### config.mk
export PLATFORM = sky130hd
export DESIGN_NAME = atan2r_front
export DESIGN_NICKNAME = d
export VERILOG_FILES = /design/src/rtl/atan2r_pkg.sv /design/src/rtl/atan2r_classify.sv /design/src/rtl/atan2r_special.sv /design/src/rtl/atan2r_octant.sv /design/src/rtl/atan2r_front.sv
export SDC_FILE = /design/constraint.sdc
export NUM_CORES = 1
export LEC_CHECK = 0
export BUFFER_PORTS_ARGS = -buffer_cell sky130_fd_sc_hd__buf_2
export CORE_ASPECT_RATIO = 1.1
export CORE_MARGIN = 2
export CORE_UTILIZATION = 43
export CTS_CLUSTER_SIZE = 8
export DETAILED_ROUTE_END_ITERATION = 6
export PLACE_DENSITY = 0.67
export SLEW_MARGIN = 20
export SYNTH_ARGS = -nofsm -noshare
export SYNTH_HDL_FRONTEND = slang
export SYNTH_SLANG_ARGS = --single-unit
### constraint.sdc
create_clock -name clk -period 1.4 [get_ports clk]
set_input_delay 0.42 -clock clk [delete_from_list [all_inputs] [get_ports clk]]
set_output_delay 0.42 -clock clk [all_outputs]
set_load 0.03 [all_outputs]
### src/rtl/atan2r_pkg.sv
package atan2r_pkg;
  localparam int EXP_W  = 8;
  localparam int MAN_W  = 23;
  localparam int WORD_W = 1 + EXP_W + MAN_W;
  localparam int MAG_W  = WORD_W - 1;

  typedef logic [WORD_W-1:0] word_t;
  typedef logic [MAG_W-1:0]  mag_t;

  typedef enum logic [1:0] {CLS_ZERO, CLS_FIN, CLS_INF, CLS_NAN} cls_e;
  typedef enum logic [2:0] {
    OFS_NONE  = 3'd0,
    OFS_PHALF = 3'd1,
    OFS_NHALF = 3'd2,
    OFS_PPI   = 3'd3,
    OFS_NPI   = 3'd4
  } ofs_e;

  // Rounded single-precision constants, positive forms.
  localparam word_t K_PI      = 32'h40490FDB;
  localparam word_t K_HALF_PI = 32'h3FC90FDB;
  localparam word_t K_QTR_PI  = 32'h3F490FDB;
  localparam word_t K_3QTR_PI = 32'h4016CBE4;
  localparam word_t K_ZERO    = '0;

  function automatic logic f_sign(word_t w);
    return w[WORD_W-1];
  endfunction

  function automatic mag_t f_mag(word_t w);
    return w[MAG_W-1:0];
  endfunction

  function automatic cls_e f_classify(word_t w);
    logic [EXP_W-1:0] e;
    logic [MAN_W-1:0] m;
    e = w[WORD_W-2 -: EXP_W];
    m = w[MAN_W-1:0];
    if (&e)            return (m != '0) ? CLS_NAN : CLS_INF;
    else if (w[MAG_W-1:0] == '0) return CLS_ZERO;
    else               return CLS_FIN;
  endfunction

  function automatic word_t f_quiet(word_t w);
    word_t q;
    q = w;
    q[MAN_W-1] = 1'b1;
    return q;
  endfunction

  function automatic word_t f_with_sign(logic s, word_t k);
    return {s, k[MAG_W-1:0]};
  endfunction
endpackage

### src/rtl/atan2r_classify.sv
module atan2r_classify
  import atan2r_pkg::*;
(
  input  word_t op,
  output cls_e  cls
);
  assign cls = f_classify(op);
endmodule

### src/rtl/atan2r_special.sv
module atan2r_special
  import atan2r_pkg::*;
(
  input  word_t      x_w,
  input  word_t      y_w,
  input  cls_e       x_cls,
  input  cls_e       y_cls,
  output logic       hit,
  output word_t      result,
  output logic [3:0] rule
);
  logic ys;
  logic xs;
  assign ys = f_sign(y_w);
  assign xs = f_sign(x_w);

  // Ordered chain: earlier rows shadow later ones.
  always_comb begin
    hit    = 1'b1;
    result = K_ZERO;
    rule   = 4'd0;
    if (x_cls == CLS_NAN) begin
      result = f_quiet(x_w);                       rule = 4'd1;
    end else if (y_cls == CLS_NAN) begin
      result = f_quiet(y_w);                       rule = 4'd2;
    end else if (x_cls == CLS_INF && !xs) begin
      if (y_cls == CLS_INF) begin
        result = f_with_sign(ys, K_QTR_PI);        rule = 4'd3;
      end else begin
        result = f_with_sign(ys, K_ZERO);          rule = 4'd4;
      end
    end else if (x_cls == CLS_INF) begin
      if (y_cls == CLS_INF) begin
        result = f_with_sign(ys, K_3QTR_PI);       rule = 4'd5;
      end else begin
        result = f_with_sign(ys, K_PI);            rule = 4'd6;
      end
    end else if (y_cls == CLS_INF) begin
      result = f_with_sign(ys, K_HALF_PI);         rule = 4'd7;
    end else if (x_cls == CLS_ZERO && y_cls != CLS_ZERO) begin
      result = f_with_sign(ys, K_HALF_PI);         rule = 4'd8;
    end else if (y_cls == CLS_ZERO && !xs) begin
      result = f_with_sign(ys, K_ZERO);            rule = 4'd9;
    end else if (y_cls == CLS_ZERO) begin
      result = f_with_sign(ys, K_PI);              rule = 4'd10;
    end else begin
      hit    = 1'b0;
    end
  end
endmodule

### src/rtl/atan2r_octant.sv
module atan2r_octant
  import atan2r_pkg::*;
(
  input  word_t x_w,
  input  word_t y_w,
  output logic  swap,
  output ofs_e  ofs,
  output logic  negate,
  output word_t num,
  output word_t den
);
  logic y_le_x;
  assign y_le_x = f_mag(y_w) <= f_mag(x_w);

  always_comb begin
    swap   = !y_le_x;
    negate = !y_le_x;
    num    = y_le_x ? y_w : x_w;
    den    = y_le_x ? x_w : y_w;
    if (y_le_x) begin
      if (!f_sign(x_w))      ofs = OFS_NONE;
      else if (!f_sign(y_w)) ofs = OFS_PPI;
      else                   ofs = OFS_NPI;
    end else begin
      ofs = f_sign(y_w) ? OFS_NHALF : OFS_PHALF;
    end
  end
endmodule

### src/rtl/atan2r_front.sv
module atan2r_front
  import atan2r_pkg::*;
(
  input  logic        clk,
  input  logic        rst_n,
  input  logic        in_valid,
  input  logic [31:0] in_x,
  input  logic [31:0] in_y,
  output logic        out_valid,
  output logic        out_bypass,
  output logic [31:0] out_result,
  output logic        out_swap,
  output logic [2:0]  out_offset,
  output logic        out_negate,
  output logic [31:0] out_num,
  output logic [31:0] out_den
);
  localparam int NUM_OPS = 2;

  word_t op_w   [NUM_OPS];
  cls_e  op_cls [NUM_OPS];
  assign op_w[0] = in_x;
  assign op_w[1] = in_y;

  for (genvar i = 0; i < NUM_OPS; i++) begin : g_cls
    atan2r_classify u_cls (.op(op_w[i]), .cls(op_cls[i]));
  end

  logic       sp_hit;
  word_t      sp_result;
  logic [3:0] sp_rule;

  atan2r_special u_special (
    .x_w(op_w[0]), .y_w(op_w[1]),
    .x_cls(op_cls[0]), .y_cls(op_cls[1]),
    .hit(sp_hit), .result(sp_result), .rule(sp_rule)
  );

  logic  oc_swap;
  ofs_e  oc_ofs;
  logic  oc_negate;
  word_t oc_num;
  word_t oc_den;

  atan2r_octant u_octant (
    .x_w(op_w[0]), .y_w(op_w[1]),
    .swap(oc_swap), .ofs(oc_ofs), .negate(oc_negate),
    .num(oc_num), .den(oc_den)
  );

  // Named events for the assertions.
  logic ev_x_nan;
  logic ev_both_finite;
  assign ev_x_nan       = in_valid && (op_cls[0] == CLS_NAN);
  assign ev_both_finite = in_valid && (op_cls[0] == CLS_FIN) && (op_cls[1] == CLS_FIN);

  logic  vld_q, byp_q, swap_q, neg_q;
  word_t res_q, num_q, den_q;
  ofs_e  ofs_q;

  always_ff @(posedge clk or negedge rst_n) begin
    if (!rst_n) begin
      vld_q  <= 1'b0;
      byp_q  <= 1'b0;
      res_q  <= '0;
      swap_q <= 1'b0;
      ofs_q  <= OFS_NONE;
      neg_q  <= 1'b0;
      num_q  <= '0;
      den_q  <= '0;
    end else begin
      vld_q <= in_valid;
      if (in_valid) begin
        byp_q  <= sp_hit;
        res_q  <= sp_hit ? sp_result : K_ZERO;
        swap_q <= sp_hit ? 1'b0 : oc_swap;
        ofs_q  <= sp_hit ? OFS_NONE : oc_ofs;
        neg_q  <= sp_hit ? 1'b0 : oc_negate;
        num_q  <= sp_hit ? K_ZERO : oc_num;
        den_q  <= sp_hit ? K_ZERO : oc_den;
      end
    end
  end

  assign out_valid  = vld_q;
  assign out_bypass = byp_q;
  assign out_result = res_q;
  assign out_swap   = swap_q;
  assign out_offset = ofs_q;
  assign out_negate = neg_q;
  assign out_num    = num_q;
  assign out_den    = den_q;

  AST_VALID_LATENCY: assert property (@(posedge clk) disable iff (!rst_n)
    in_valid |=> out_valid);
  AST_NO_SPURIOUS_VALID: assert property (@(posedge clk) disable iff (!rst_n)
    !in_valid |=> !out_valid);
  AST_NAN_X_FIRST: assert property (@(posedge clk) disable iff (!rst_n)
    ev_x_nan |=> out_bypass && (&out_result[30:23]) && out_result[22]
                 && out_result[31] == $past(in_x[31]));
  AST_FINITE_REDUCED: assert property (@(posedge clk) disable iff (!rst_n)
    ev_both_finite |=> !out_bypass && out_result == 32'h0);
  AST_QUOTIENT_BOUNDED: assert property (@(posedge clk) disable iff (!rst_n)
    out_valid && !out_bypass |-> out_num[30:0] <= out_den[30:0]);
  AST_SWAP_OFFSET: assert property (@(posedge clk) disable iff (!rst_n)
    out_valid && !out_bypass && out_swap |-> (out_offset == 3'd1 || out_offset == 3'd2));
  AST_BYPASS_CLEAN: assert property (@(posedge clk) disable iff (!rst_n)
    out_valid && out_bypass |-> !out_swap && !out_negate && out_offset == 3'd0);
endmodule

---- Word level (Yosys, flattened, before mapping) ----
Index checks and enable logic that the tools add are counted.
cells by class
  mux-type cells .......................... 35
  order comparisons ....................... 1
  equality and inequality tests ........... 4
  reductions and logical operators ........ 14
operators with widths
  operator            number
  $mux 32             13
  $logic_not 31->1    2
  $reduce_bool 23->1  2
  $le 31x31->1        1
  $mux 30             1
  $mux 23             1
  $reduce_and 8->1    2
  $mux 1              13
  $mux 3              4
  $eq 2x2->1 const B  4
  $mux 2              3
  $logic_not 2->1     2
  $logic_and 1x1->1   3
  $logic_not 1->1     2
  $reduce_bool 2->1   1
storage, ports and cells
  input bits .............................. 67
  logic and storage cells ................. 61
  bits in registers ....................... 102
  output and inout port bits .............. 103

---- Depth between registers and ports, before layout ----
  depth in word-level cells ............... 13
  gate-level depth with buffers ........... 10
  gate-level depth less buffers ........... 8

---- By module ----
A second synthesis with hierarchy kept.
unflattened totals
  cells, all modules ...................... 801
  area, all modules ....................... 6905.4 um2
modules (own cells, without submodules)
  module           area an instance (um2)  seq. area each (um2)  cells each  instances
  atan2r_front     4340.4                  2577.5                440         1
  atan2r_octant    1616.6                  0.0                   191         1
  atan2r_special   763.2                   0.0                   142         1
  atan2r_classify  92.6                    0.0                   14          2

---- Worst setup path after synthesis ----
No wires, ideal clock.
  path type ............................... input port to flip-flop
  start point ............................. input in_x[21]
  end point ............................... register num_q[11], in the netlist out_num[11]
  arrival ................................. 2.270 ns
  cell stages on the path ................. 10
  slack ................................... -1.016 ns
  required time ........................... 1.254 ns
  library setup time ...................... 0.146 ns
  buffers on the path ..................... 2
  path through ............................ inv_1 -> ha_1 -> a21oi_1 -> nand2_1 -> a221o_1 -> nor4_2 -> or2_1 -> buf_2 -> buf_1 -> o221ai_1
on the way
  longest elaborated chain between the ends .. 12
  elaborated cells on any way between the ends .. 19
  classes of those cells .................. order compare (1); eq/ne (2); mux (11); reduce/logical (5)
RTL lines
  what                                                    RTL line                            text
  start: declaration                                      atan2r_front.sv:7                   input logic [31:0] in_x,
  $logic_not 31->1 or $reduce_bool 23->1 (tied branches)  atan2r_pkg.sv:40, atan2r_pkg.sv:39
  $mux 1, on equally long branches                        atan2r_pkg.sv:40, atan2r_pkg.sv:39
  $mux 2                                                  atan2r_pkg.sv:39                    if (&e) return (m != '0) ? CLS_NAN : CLS_INF;
  $logic_not 2->1                                         atan2r_special.sv:40                end else if (x_cls == CLS_ZERO && y_cls != CLS_ZERO) begin
  $logic_and 1x1->1                                       atan2r_special.sv:40
  $mux 1                                                  atan2r_special.sv:40
  $mux 1                                                  atan2r_special.sv:38                end else if (y_cls == CLS_INF) begin
  $mux 1                                                  atan2r_special.sv:32                end else if (x_cls == CLS_INF) begin
  $mux 1                                                  atan2r_special.sv:26                end else if (x_cls == CLS_INF && !xs) begin
  $mux 1                                                  atan2r_special.sv:24                end else if (y_cls == CLS_NAN) begin
  $mux 1                                                  atan2r_special.sv:22                if (x_cls == CLS_NAN) begin
  $mux 32 *                                               atan2r_front.sv:79                  num_q <= sp_hit ? K_ZERO : oc_num;
  end signal: assignment                                  atan2r_front.sv:79
  end: declaration                                        atan2r_front.sv:58                  word_t res_q, num_q, den_q;
Mark *: on every way between the ends. The rest lies on a longest branch, timed or not.
A chain may end at the register's enable or synchronous reset.

---- Worst setup path after layout ----
  start point ............................. input in_x[17]
  end point ............................... register den_q[30], in the netlist out_den[30]
on the way
  longest elaborated chain between the ends .. 12
  elaborated cells on any way between the ends .. 19
  classes of those cells .................. order compare (1); eq/ne (2); mux (11); reduce/logical (5)
RTL lines
  what                                                    RTL line                            text
  $logic_not 31->1 or $reduce_bool 23->1 (tied branches)  atan2r_pkg.sv:40, atan2r_pkg.sv:39
  $mux 1, on equally long branches                        atan2r_pkg.sv:40, atan2r_pkg.sv:39
  $mux 2                                                  atan2r_pkg.sv:39
  $logic_not 2->1                                         atan2r_special.sv:40
  $logic_and 1x1->1                                       atan2r_special.sv:40
  $mux 1                                                  atan2r_special.sv:40
  $mux 1                                                  atan2r_special.sv:38
  $mux 1                                                  atan2r_special.sv:32
  $mux 1                                                  atan2r_special.sv:26
  $mux 1                                                  atan2r_special.sv:24
  $mux 1                                                  atan2r_special.sv:22
  $mux 32 *                                               atan2r_front.sv:80                  den_q <= sp_hit ? K_ZERO : oc_den;
  end signal: assignment                                  atan2r_front.sv:80
  end: declaration                                        atan2r_front.sv:58
Marks and branches as above.

==> results_dict.tcl <==
set metrics [dict create \
    status "complete, but fails checks" \
    failed_checks "setup timing" \
    syn_inst 700 \
    cts_sinks 102 \
    place.detailed.hpwl_um 16600 \
    finalPower_mw 10.6 \
    critPathArrivalTime_ns 2.66 \
    syn_to_final_growth_pct 77.9 \
    stdcell_count 1201 \
    synth.distinct_cells 55 \
    drv_slew 0 \
    io-pin-count 170 \
    ff2ff_setup_slack_ns 0.46 \
    fin_nets 1102 \
    peakVddDrop_mv 0.649 \
    synth.avg_cell_area_um2 9.20 \
    grt_pass1_vias 7164 \
    start_util_pct 44.2 \
    finalSetupViolations 101 \
    drc 0 \
    diodes 0 \
    cts_tree "built" \
    viasPerCell 6.33 \
    cellLeakagePower_nw 5.00 \
    cp_slowest_cell "nor4_4" \
    rsz0062_at_grt "true" \
    synthFlopType "dfrtp_1" \
    placeableCoreArea_um2 14600 \
    grt_start_max_net_pins 65 \
    worstMarginPinSlew_ns 0.666 \
    drv_cap 0 \
    cts_buffer_depth 2 \
    max_freq_ghz 0.420 \
    endpoint_kind "register" \
    yosysWarnings 0 \
    maxSlewHeadroom_pct 55.6 \
    dieArea_um2 16000 \
    cp.required_ns 1.68 \
    fin_area_um2 11500 \
    drt-total-wl_um 28000 \
    startpoint_type "primary input" \
    drt-initial-drc-count 525 \
    synth_fp_nets 798 \
    ys_seq_area_share_pct 39.6 \
    portBuffers 169 \
    insertion_delay_ns 0.37 \
    post-route-min-period_ns 2.38 \
    async_flop_share_pct 100 \
    skew_ns 0 \
    r2r_end "out_result[20]" \
    power_density_nw_per_um2 920 \
    wl_per_cell_um 23.3 \
    vias 7601 \
    die_y_um 132 \
    layout_commonest_cell "buf_2" \
    fin_util_pct 78.7 \
    numCtsBuffers 9 \
    clkTransAtPathRegs_ns 0.08 \
    r2r-start "out_result[20]" \
    final_layout_size_suffix_gt1_share_pct 61.6 \
    synth_seq_cells 102 \
    rows 46 \
    fin_crit_sh_pct 170 \
    synth_edf_count 0 \
    hold_violations 0 \
    antenna_found_initial 0 \
    postRouteAntennaNets 0 \
    placed_area_um2 9210 \
    hold_path.class "in2async" \
    placedCellCount 1128 \
    firstDrtPassIters 5 \
    critical_path_peak_fanout 10 \
    root_buffer "clkbuf_16" \
    cts_htree_levels 3 \
    path_cells "buf_12, inv_12, ha_4, nand4_1, buf_4, nor4_4, o31a_1, nor4_4, or2_4, buf_12, clkbuf_16, o221ai_1" \
    globalplace.congestion 0.877 \
    worstSetupPathType "in2reg" \
    cpPeakStageDelay_ns 0.34 \
    grt_pass1_wl_um 38400 \
    grtUsageTotal_pct 30.5 \
    timing.final.ws_setup_ns -0.982 \
    hold_buffers 0 \
    worst-r2r-cell-count 2 \
    overflow 0 \
    pre_cts_ws_ns -1.31 \
    netlist_area_um2 6440 \
    die-width_um 121 \
    final_cell_mix "131 x buf_2, 128 x buf_4, 102 x dfrtp_1, 81 x inv_1, 66 x nand3_1" \
]
[state kept, by name, indices dropped and copies added (netlist names)]
name / cells
out_bypass: 1
out_den: 32
out_result: 32
out_valid: 1
out_negate: 1
out_offset: 3
out_num: 32
[critical path, delay by kind of cell]
kind | cells | cell delay [ns]
AOI/OAI and AO/OA | 2 | 0.43
and+or+nand+nor | 4 | 0.87
buffers and inverters | 5 | 0.68
adders and majority gates | 1 | 0.25
[report_power, final]
group / internal, mW / switching [mW] / total (mW)
Sequential: 3.29 / 0.214 / 3.50
Clock: 1.43 / 1.31 / 2.74
Combinational: 1.74 / 2.57 / 4.31
Total: 6.46 / 4.09 / 10.6
[Yosys cell counts, drive strengths merged, types with 2 or more instances]
| library cell | n | area share (%) |
|---|---|---|
| a31oi | 3 | 0.39 |
| and4 | 2 | 0.27 |
| o21a | 4 | 0.47 |
| ha | 31 | 6.0 |
| a221o | 13 | 2.0 |
| o22ai | 3 | 0.29 |
| and3 | 2 | 0.27 |
| a22oi | 9 | 1.0 |
| nand4 | 14 | 1.5 |
| dfrtp | 102 | 40 |
| and2 | 4 | 0.39 |
| nand3 | 67 | 5.2 |
| a21oi | 16 | 1.2 |
| nor2 | 15 | 0.91 |
| nand2 | 11 | 0.64 |
| inv | 107 | 6.2 |
| or2 | 14 | 1.4 |
| o21ai | 18 | 1.5 |
| nor2b | 14 | 1.4 |
| o2111ai | 62 | 8.4 |
| nor3 | 7 | 0.80 |
| o221ai | 72 | 9.8 |
| nor4 | 17 | 2.3 |
| buf | 28 | 2.1 |
| a211oi | 5 | 0.85 |
| clkbuf | 40 | 2.3 |
| nand2b | 7 | 0.68 |
[layout make-up]
cell class | instances | area, µm²
Multi-Input combinational cell | 423 | 4790
Timing Repair Buffer | 361 | 3130
Fill cell | 854 | 3100
Sequential cell | 102 | 2550
Inverter | 107 | 437
Tap cell | 192 | 240
Clock buffer | 9 | 225
Clock inverter | 7 | 90.1
[logic make-up (layout without fill, tap and decap cells)]
kind of cell	after synthesis	after routing	synth area share, %
AO/OA/AOI/OAI	214	214	27.5
buffers and inverters	175	484	10.7
AND/OR/NAND/NOR	178	178	16.2
adder cells (fa/ha/maj)	31	31	6.02
flip-flops	102	102	39.6
[how the worst max path moves through the flow]
stage             start          end  slack, ns  depth (start not counted)
6_report       in_x[17]  out_den[30]      -0.98                         12
5_1_grt        in_x[17]  out_num[28]      -0.99                         12
4_1_cts        in_y[21]  out_den[31]      -0.78                          9
3_5_place_dp   in_x[17]  out_num[11]      -1.31                         10
3_3_place_gp   in_x[17]  out_den[31]      -1.21                         10
2_1_floorplan  in_x[17]  out_num[10]      -0.70                         10
[metal layers]
| layer | GRT usage, % | part of all wire, % | vias to the layer above |
|---|---|---|---|
| li1 | - | - | 3304 |
| met1 | 39.9 | 38 | 3791 |
| met2 | 48.8 | 50 | 392 |
| met3 | 4.93 | 6.1 | 114 |
| met4 | 15.0 | 5.6 | 0 |
| met5 | 0 | 0 | - |
[repair_timing]
item,4_1_cts,5_1_grt
endpoints found under the setup margin,101,110
pin swaps,40,56
gates resized for setup,123,142
cloned,4,11
setup buffers,23,23
[stage by stage]
stage / hold WS (ns) / TNS, ns
3_3_place_gp: 0.438 / -111.85
5_1_grt: 0.0566 / -87.13
3_5_place_dp: 0.443 / -117.83
6_report: 0.0376 / -85.19
2_1_floorplan: 0.124 / -61.37
4_1_cts: 0.0499 / -68.02
No activity file was read; power rests on OpenSTA's default activity.
